<file path="src/rtl/tmr_trig_sel.sv">
module tmr_trig_sel #(
  parameter int CNT_W = 16,
  parameter int PSC_W = 16
) (
  input  logic        clk,
  input  logic        rst_n,
  input  logic        wr_en,
  input  logic [2:0]  wr_addr,
  input  logic [15:0] wr_data,
  input  logic [2:0]  rd_addr,
  output logic [15:0] rd_data,
  input  logic        slave_rst,
  input  logic        pause_trig,
  output logic        trgo
);
  localparam logic [2:0] A_CTLA = 3'd0, A_CTLB = 3'd1, A_EVT = 3'd2,
                         A_PSC = 3'd3, A_RLD = 3'd4, A_CNT = 3'd5;

  logic             run_en, upd_blk, ug_q;
  logic [2:0]       msel;
  logic [PSC_W-1:0] psc_pre, psc_act, psc_cnt;
  logic [CNT_W-1:0] rld_pre, rld_act, cnt;

  wire cnt_en  = run_en | pause_trig;
  wire restart = ug_q | slave_rst;
  wire tick    = cnt_en && (psc_cnt == psc_act);
  wire wrap    = tick && (cnt == rld_act);
  wire upd_ev  = !upd_blk && (wrap || restart);
  wire wr_hit_evt = wr_en && wr_addr == A_EVT && wr_data[0];

  always_ff @(posedge clk or negedge rst_n) begin
    if (!rst_n) begin
      run_en  <= 1'b0;
      upd_blk <= 1'b0;
      msel    <= 3'd0;
      ug_q    <= 1'b0;
      psc_pre <= '0;
      rld_pre <= '0;
    end else begin
      ug_q <= wr_hit_evt;
      if (wr_en) begin
        case (wr_addr)
          A_CTLA: begin run_en <= wr_data[0]; upd_blk <= wr_data[1]; end
          A_CTLB: msel <= wr_data[6:4];
          A_PSC:  psc_pre <= wr_data[PSC_W-1:0];
          A_RLD:  rld_pre <= wr_data[CNT_W-1:0];
          default: ;
        endcase
      end
    end
  end

  always_ff @(posedge clk or negedge rst_n) begin
    if (!rst_n) begin
      psc_act <= '0;
      rld_act <= '0;
    end else if (upd_ev) begin
      psc_act <= psc_pre;
      rld_act <= rld_pre;
    end
  end

  always_ff @(posedge clk or negedge rst_n) begin
    if (!rst_n) begin
      psc_cnt <= '0;
      cnt     <= '0;
    end else if (restart) begin
      psc_cnt <= '0;
      cnt     <= '0;
    end else if (cnt_en) begin
      if (tick) begin
        psc_cnt <= '0;
        cnt     <= wrap ? '0 : cnt + 1'b1;
      end else begin
        psc_cnt <= psc_cnt + 1'b1;
      end
    end
  end

  always_ff @(posedge clk or negedge rst_n) begin
    if (!rst_n) trgo <= 1'b0;
    else begin
      case (msel)
        3'd0:    trgo <= restart;
        3'd1:    trgo <= cnt_en;
        3'd2:    trgo <= upd_ev;
        default: trgo <= 1'b0;
      endcase
    end
  end

  always_comb begin
    case (rd_addr)
      A_CTLA:  rd_data = {14'd0, upd_blk, run_en};
      A_CTLB:  rd_data = {9'd0, msel, 4'd0};
      A_PSC:   rd_data = 16'(psc_pre);
      A_RLD:   rd_data = 16'(rld_pre);
      A_CNT:   rd_data = 16'(cnt);
      default: rd_data = 16'd0;
    endcase
  end


  reserved_low_chk: assert property (@(posedge clk) disable iff (!rst_n)
    (msel > 3'd2) |=> !trgo);


  ug_selfclr_chk: assert property (@(posedge clk) disable iff (!rst_n)
    (ug_q && !wr_hit_evt) |=> !ug_q);


  frozen_act_chk: assert property (@(posedge clk) disable iff (!rst_n)
    upd_blk |=> ($stable(rld_act) && $stable(psc_act)));


  rst_pulse_chk: assert property (@(posedge clk) disable iff (!rst_n)
    (msel == 3'd0 && restart) |=> trgo);


  en_level_chk: assert property (@(posedge clk) disable iff (!rst_n)
    (msel == 3'd1) |=> (trgo == $past(run_en | pause_trig)));


  cnt_bound_chk: assert property (@(posedge clk) disable iff (!rst_n)
    cnt <= rld_act);


  hold_chk: assert property (@(posedge clk) disable iff (!rst_n)
    (!cnt_en && !restart) |=> $stable(cnt));
endmodule

</file>
<file path="config.mk">
export PLATFORM = sky130hd
export DESIGN_NAME = tmr_trig_sel
export DESIGN_NICKNAME = d
export VERILOG_FILES = /design/src/rtl/tmr_trig_sel.sv
export SDC_FILE = /design/constraint.sdc
export NUM_CORES = 1
export LEC_CHECK = 0
export ABC_AREA = 1
export BUFFER_PORTS_ARGS = -buffer_cell sky130_fd_sc_hd__buf_2
export CAP_MARGIN = 30
export CORE_AREA = 2 2 143 75
export CTS_CLUSTER_DIAMETER = 120
export DETAILED_ROUTE_END_ITERATION = 12
export DIE_AREA = 0 0 145 77
export GPL_TIMING_DRIVEN = 0
export HOLD_SLACK_MARGIN = 0.15
export PLACE_DENSITY = 0.77
export SLEW_MARGIN = 40
export SYNTH_ARGS = -nofsm -noshare
export SYNTH_HDL_FRONTEND = slang
export SYNTH_SLANG_ARGS = --single-unit
</file>
<file path="constraint.sdc">
create_clock -name clk -period 1.65 [get_ports clk]
set_input_delay 0.165 -clock clk [delete_from_list [all_inputs] [get_ports clk]]
set_output_delay 0.165 -clock clk [all_outputs]
set_load 0.01 [all_outputs]
</file>
# Word-level counts from Yosys, hierarchy flattened
# Index checks and enable logic that the tools add are counted.
# classes
addsub,2
eq_ne,12
n_mux,9
n_bitwise,2
reduce_logical,17
# op_table
op,n
2-to-1 mux 16 bit,7
one-hot mux 16 bit (5 select lines),1
"adder 16 x 1 -> 16 bit, second input constant",2
== test 16 bit,2
"== test 3 x 2 -> 1 bit, second input constant",4
AND reduction 2 bit,5
"== test 3 x 1 -> 1 bit, second input constant",3
"== test 3 bit, second input constant",3
logical NOT 3 bit,3
logical AND 1 bit,5
nonzero test 2 bit,2
one-hot mux 1 bit (3 select lines),1
bitwise OR 1 bit,2
logical NOT 1 bit,1
logical OR 1 bit,1
# totals
regBits,103
inputBits,27
wordCells,53

# Logic depth before layout (Yosys ltp)
# Gate-level depths: netlist of run 1.
# depth
depth_word,7
depth_mapped,13
mapped_depth_nobuf,11

# Worst setup path before layout of run 1
# Ideal clock, no wire load.
# synth_path
kind,reg-to-reg
start,register cnt[8]
end,register psc_act[1]
arrival_time_ns,1.411
t_required_ns,1.532
slack_ns,0.121
stages_incl_launch_ff,14
path_buffers,2
cell_sequence,dfrtp_1 > buf_2 > inv_2 > nand2_1 > nand2_1 > nor2_1 > nand2_1 > nor2_1 > nand2_4 > nand2_8 > nand3_4 > buf_6 > nand2_1 > nand2_1
# synth_via
elab_chain_len,4
# synth_lines
item,line,source
"start, declared",22,"logic [CNT_W-1:0] rld_pre, rld_act, cnt;"
"start signal, assigned",73,cnt <= wrap ? '0 : cnt + 1'b1;
== test 16 bit,27,wire wrap = tick && (cnt == rld_act);
logical AND 1 bit,27,
logical OR 1 bit,28,wire upd_ev = !upd_blk && (wrap || restart);
logical AND 1 bit,28,
"end signal, assigned",58,psc_act <= psc_pre;
"end, declared",21,"logic [PSC_W-1:0] psc_pre, psc_act, psc_cnt;"
# Every way passes these cells.
# A chain may end at the register's enable or synchronous reset.

# Worst setup path in the final report of run 1
# layout_path
start,register psc_cnt[3]
end,register rld_act[6]
# layout_via
elab_chain_len,5
# layout_lines
item,line,source
"start, declared",21,
"start signal, assigned",75,psc_cnt <= psc_cnt + 1'b1;
== test 16 bit,26,wire tick = cnt_en && (psc_cnt == psc_act);
logical AND 1 bit,26,
logical AND 1 bit,27,
logical OR 1 bit,28,
logical AND 1 bit,28,
"end signal, assigned",59,rld_act <= rld_pre;
"end, declared",22,
# Every way passes these cells.

==> impl_metrics.yaml, run 1 <==
setup_path:
  cp-end-kind: "flip-flop"
  rr_startpoint: "psc_cnt[3]"
  critical_path.max_stage_delay_ps: 430
  critPathTopFamily: "simple AND/OR/NAND/NOR gates"
  crit_type: "reg2reg"
  startpoint_type: "flip-flop"
  critPathBufInv: 3
  slowest_stage: "dfrtp_1"
  crit_chain: "inv_2 -> nand2_2 -> nand2_1 -> nor2_2 -> nand3_2 -> nor2_2 -> nand2_2 -> nand2_4 -> buf_8 -> buf_8 -> nand4_1 -> nand2_1"
  cp.required_ps: 1940
  worstPathArrival_ps: 2270
  critPathMaxFanout: 5
  worstSetupStartpoint: "psc_cnt[3]"
global_routing:
  grt_pass1_vias: 5671
  grt_max_degree: 74
  grt_remaining_overflow: 0
  grt_use_total_pct: 34.8
  grt_antenna_before_repair: 1
  grt_first_pass_wirelength_mm: 30.0
floorplan:
  initial_core_util_pct: 58.6
  die_w_um: 145
  die_height_um: 77
  dieArea_um2: 11200
  io_pins: 44
  fp.coreArea_um2: 9920
  rows: 26
synth:
  synth-xor-area-share_pct: 2.56
  yosys_warnings: 0
  syn_area_um2: 5810
  ys_seq_elements: 103
  synth.distinct_cells: 30
  synth_top_family_by_area: "simple AND/OR/NAND/NOR gates"
  muxShareOfSynthArea_pct: 0
  synthAdderAreaFrac_pct: 0.431
  syn_area_per_cell_um2: 7.22
  syn-num-nets: 834
  syn_inst: 805
  synth_compound_area_share_pct: 6.83
  ys_seq_area_share_pct: 44.4
  synth_simple_gate_area_share_pct: 36.0
clock_tree:
  numCtsBuffers: 9
  cts_tree: "done"
  path_clk_slew_ps: 80
  worstSkewPairLatency_ps: 360
  cts_sinks: 103
  cts_max_level: 3
  root_buffer: "clkbuf_16"
  clk_path_buf_depth: 2
placed_design:
  placed_area_um2: 6240
  dp_hpwl_mm: 13.5
  dpl.cell_count: 989
  gp_congestion: 0.994
  portBuffers: 43
route:
  drt-pass1-iter-count: 6
  drc_errors: 0
  num_vias: 6515
  drt_wl_total_mm: 20.9
  drtIter0Drc: 942
  wl_per_cell_um: 18.8
  vias_per_cell: 5.87
  ant_nets: 0
worst_hold_path:
  worstHoldStart: "wr_data[8]"
  min_path_type: "in2reg"
power:
  clock_power_share_pct: 26.4
  p_sw_share_pct: 37.7
  combPwrFrac_pct: 32.4
  power_density_nw_per_um2: 1090
  peakVddDrop_mv: 0.708
  p_sw_mw: 3.23
  seqPwrFrac_pct: 41.1
  intPower_mw: 5.34
  leakagePower_nw: 4.08
  power_mw: 8.57
timing:
  setup_viol: 59
  period_share_pct: 120
  drv_slew: 0
  grt_setup_unrepaired: "true"
  clock_skew_ps: 15.9
  worstMarginPinSlew_ps: 755
  period_needed_ps: 1980
  hold_violations: 0
  slew_headroom_pct: 49.7
  worst_hold_slack_ps: 172
  finalWorstSetupSlack_ps: -333
  max_freq_ghz: 0.504
outcome:
  status: "finished, violations left"
  failed_checks: "setup timing"
run:
  maxCapViolations: 0
finish:
  drive_gt1_share_pct: 27.4
  area_delta_synth_final_pct: 35.0
  n_fill_cell: 633
  diodes: 0
  design_area_um2: 7850
  final_cells: 1110
  final_util_pct: 79.1
  num-nets-final: 994
## power by group through the flow
| stage | sequential (mW) | clock, mW | combinational, mW |
|---|---|---|---|
| floorplan | 3.33 | 0 | 1.39 |
| global placement | 3.49 | 0 | 1.85 |
| detailed placement | 3.50 | 0 | 1.94 |
| CTS | 3.46 | 2.26 | 2.28 |
| global route | 3.55 | 2.38 | 3.02 |
| finish | 3.53 | 2.26 | 2.78 |
## cell families after synthesis
group | count (synthesis)
simple gates | 484
buf+inv | 131
flops | 103
compound gates | 68
xor+xnor | 17
fa+ha+maj | 2
## final timing paths
check	to	cells past startpoint	slack [ps]
setup / recovery	rld_act[6]	12	-330
hold / removal	rld_pre[8]	3	170
setup reg to reg	rld_act[6]	12	-330
hold reg to reg	rld_act[6]	2	500
max in group asynchronous	cnt[0]	3	730
min in group asynchronous	rld_act[6]	2	260
## layer usage
metal	global-route usage [%]	part of all wire, %	vias to the layer above	wire [um]
li1	-	-	2901	-
met1	50.9	41	3011	8530
met2	48.5	41	525	8650
met3	13.6	15	76	3230
met4	8.02	2.4	2	492
met5	0	0.033	-	7
## cell usage after synthesis
cell type	n	share of area, %
a21oi_1	3	0.26
a22oi_1	2	0.26
and3_1	1	0.11
buf_2	3	0.26
buf_4	4	0.52
buf_6	8	1.6
clkbuf_1	15	0.97
clkinv_1	1	0.065
dfrtp_1	103	44
ha_1	2	0.43
inv_1	94	6.1
inv_2	6	0.39
nand2_1	315	20
nand2_2	1	0.11
nand2_4	1	0.19
nand2_8	1	0.34
nand3_1	21	1.8
nand3_4	1	0.30
nand3b_1	1	0.13
nand4_1	59	6.4
nor2_1	54	3.5
nor2_2	4	0.43
nor3_1	17	1.5
nor3b_1	3	0.39
nor4_1	5	0.54
o2111ai_1	3	0.45
o211ai_1	14	1.8
o21ai_0	44	3.8
o21bai_1	2	0.26
xor2_1	17	2.6
## layout make-up
type	count	area, um2	area share [%]
Buffer	29	255	3.25
Clock inverter	7	86.3	1.10
Inverter	101	394	5.02
Multi-Input combinational cell	571	2920	37.3
Clock buffer	9	225	2.87
Tap cell	140	175	2.23
Timing Repair Buffer	150	1190	15.2
Sequential cell	103	2590	33.0
## registers in the layout, summed over array words and instances, names as in the netlist
| name | cells |
|---|---|
| psc_act | 16 |
| rld_pre | 16 |
| rld_act | 16 |
| msel | 3 |
| run_en | 1 |
| cnt | 16 |
| trgo | 1 |
| upd_blk | 1 |
| psc_pre | 16 |
| psc_cnt | 16 |
| ug_q | 1 |
## worst min-delay path, delay by kind of cell
family	cells	cell delay [ps]
buffers and inverters	2	180
AOI/OAI and AO/OA	1	120
## layout by cell type (no fill, tap or decap), types with 4 or more instances in the layout
cell / instances
buf_6: 16
nand3_2: 4
inv_4: 6
buf_2: 42
buf_12: 5
dfrtp_2: 11
o21ai_0: 41
nand2_2: 22
buf_4: 76
dfrtp_1: 92
nand3_1: 16
inv_2: 18
buf_8: 7
clkbuf_1: 10
nor2_4: 5
nor3_2: 4
nor2_1: 38
inv_1: 76
nand4_1: 59
xor2_1: 16
nor2_2: 15
nor3_1: 11
nand2_1: 292
o211ai_1: 14
clkbuf_16: 10
dlygate4sd3_1: 18
## stage by stage
step | setup WS [ps] | setup TNS (ps)
5_1_grt | -348 | -15130
3_3_place_gp | -694 | -85980
4_1_cts | -108 | -2640
3_5_place_dp | -444 | -17720
2_1_floorplan | 121 | 0
6_report | -333 | -12200
## what timing repair did
action                                  CTS  global route
endpoints found under the setup margin   76            68
pin swaps                                24            34
gates resized for setup                  63            81
buffers inserted                         49            38
hold buffers                             18             0
endpoints found under the hold margin   134             0
gates cloned                              0             2
Power figures use the tool's default switching activity.
==> inputs of run 2 (changes only) <==
--- a/config.mk
+++ b/config.mk
@@ -8,13 +8,13 @@
 export ABC_AREA = 1
 export BUFFER_PORTS_ARGS = -buffer_cell sky130_fd_sc_hd__buf_2
 export CAP_MARGIN = 30
-export CORE_AREA = 2 2 143 75
+export CORE_AREA = 2 2 142 75
 export CTS_CLUSTER_DIAMETER = 120
 export DETAILED_ROUTE_END_ITERATION = 12
-export DIE_AREA = 0 0 145 77
+export DIE_AREA = 0 0 144 77
 export GPL_TIMING_DRIVEN = 0
 export HOLD_SLACK_MARGIN = 0.15
-export PLACE_DENSITY = 0.77
+export PLACE_DENSITY = 0.78
 export SLEW_MARGIN = 40
 export SYNTH_ARGS = -nofsm -noshare
 export SYNTH_HDL_FRONTEND = slang
==> run 2 against run 1 <==
  * The run still ends with setup timing left
  * Count of clock-buffer cells in the layout stayed put
  * Die area fell by 0.69%
  * Sequential share of layout area rose by 0.29 points
==> impl_metrics.yaml, run 2 (synthesis gave the netlist of run 1 again) <==
outcome:
  status: "finished, violations left"
  failed_checks: "setup timing"
timing:
  setup_viol: 61
  slew_headroom_pct: 50.6
  worst_hold_slack_ps: 204
  grt_setup_unrepaired: "true"
  max_freq_ghz: 0.505
  hold_violations: 0
  finalWorstSetupSlack_ps: -331
  period_needed_ps: 1980
  drv_slew: 0
  period_share_pct: 120
  clock_skew_ps: 12.8
  worstMarginPinSlew_ps: 740
setup_path:
  cp-end-kind: "flip-flop"
  startpoint_type: "flip-flop"
  crit_type: "reg2reg"
  critPathMaxFanout: 8
  path_common_cell: "nand2_2"
  critical_path.max_stage_delay_ps: 440
  slowest_stage: "dfrtp_1"
  critPathTopFamily: "simple AND/OR/NAND/NOR gates"
  worstPathArrival_ps: 2220
  cp.required_ps: 1880
  crit_chain: "inv_2 -> nand2_2 -> nand2_2 -> nor2_4 -> nand3_4 -> nor2_4 -> nand2_2 -> nand2_4 -> buf_6 -> nand3_4 -> clkbuf_16 -> nand2_1 -> nand2_1"
  critPathBufInv: 3
route:
  wl_per_cell_um: 19.6
  drc_errors: 0
  drt_wl_total_mm: 21.4
  vias_per_cell: 5.95
  ant_nets: 0
  num_vias: 6509
  drt-pass1-iter-count: 7
  drtIter0Drc: 876
finish:
  final_cells: 1094
  design_area_um2: 7800
  num-nets-final: 978
  final_common_cell: "nand2_1"
  diodes: 0
  area_delta_synth_final_pct: 34.2
  layout_common_cells: "nand2_1, dfrtp_1, inv_1"
  drive_gt1_share_pct: 30.9
placed_design:
  dpl.cell_count: 989
  portBuffers: 43
  pre_cts_slack_ps: -397
  placed_area_um2: 6240
  gp_congestion: 0.994
  dp_hpwl_mm: 14.0
clock_tree:
  cts_sinks: 103
  cts_tree: "done"
  numCtsBuffers: 9
  clk_path_buf_depth: 2
  root_buffer: "clkbuf_16"
  cts_max_level: 3
  worstSkewPairLatency_ps: 360
  path_clk_slew_ps: 80
global_routing:
  grt_remaining_overflow: 0
  grt_max_degree: 70
  grt_first_pass_wirelength_mm: 30.4
  grt_pass1_vias: 5695
  grt_use_total_pct: 36.9
  grt_antenna_before_repair: 0
run:
  maxCapViolations: 0
power:
  peakVddDrop_mv: 0.596
  leakagePower_nw: 4.03
  power_mw: 8.57
  power_density_nw_per_um2: 1100
floorplan:
  io_pins: 44
  fp.coreArea_um2: 9860
  initial_core_util_pct: 58.9
  dieArea_um2: 11100
  rows: 26
  die_height_um: 77
  die_w_um: 144
worst_hold_path:
  min_path_type: "in2reg"
==> run 2: changes by cell type in the layout (fill, tap and decap cells not counted), sizes merged <==
cell and delta:
buf -18, bufinv -1, clkbuf +1, clkinv +4, dlygate4sd3 +1, inv -3
==> run 2: area by class of cell <==
| type | count | area (um2) |
|---|---|---|
| flip-flops and latches | 103 | 2600 |
| repair buffers | 134 | 1060 |
| plain buffers | 29 | 240 |
| fillers | 684 | 2060 |
| well taps | 140 | 175 |
| multi-input cells | 571 | 3050 |
| inverters | 101 | 390 |
| clock buffers | 9 | 225 |
| clock inverters | 7 | 63.8 |
==> run 2: path summary, 6_finish.rpt <==
| path | cells after the start | endpoint | slack [ps] | startpoint |
|---|---|---|---|---|
| hold reg to reg | 2 | rld_act[0] | 520 | rld_act[0] |
| min in group asynchronous | 2 | cnt[6] | 270 | rst_n |
| hold / removal | 4 | upd_blk | 200 | wr_addr[1] |
| setup reg to reg | 13 | psc_act[3] | -330 | psc_cnt[5] |
| setup / recovery | 13 | psc_act[3] | -330 | psc_cnt[5] |
| max in group asynchronous | 3 | rld_act[8] | 730 | rst_n |
==> run 2: through the flow <==
stage,util [%],TNS [ps]
floorplan,-,0
global placement,62.9,-89260
detailed placement,63.3,-19150
CTS,71.2,-8380
global route,79.1,-15370
finish,79.1,-11490
==> run 2: routing by layer <==
| metal | up-vias | track usage [%] | share of wire, % |
|---|---|---|---|
| met3 | 58 | 14.8 | 16 |
| met4 | 0 | 9.41 | 2.3 |
| met2 | 499 | 48.1 | 41 |
| met1 | 3079 | 56.4 | 41 |
| met5 | - | 0 | 0 |
| li1 | 2873 | - | - |
==> run 2: worst register-to-register path, stage by stage, from the launching register on <==
cell and delay (ps):
dfrtp_1 440, inv_2 70, nand2_2 70, nand2_2 80, nor2_4 140, nand3_4 100
nor2_4 110, nand2_2 90, nand2_4 100, buf_6 110, nand3_4 180, clkbuf_16 240
nand2_1 50, nand2_1 70
==> run 2: repair_timing <==
action / CTS / global route
hold buffers: 19 / 0
gates cloned: 4 / 3
setup buffers: 22 / 43
pin swaps: 11 / 35
resized for setup: 37 / 161
hold endpoints to repair: 136 / 0
setup endpoints to repair: 76 / 82
==> run 2: report_power, final <==
part / leakage, nW / internal, mW / switching [mW]
Combinational: 2.56 / 1.15 / 1.71
Clock: 0.144 / 1.06 / 1.07
Sequential: 1.33 / 3.00 / 0.585
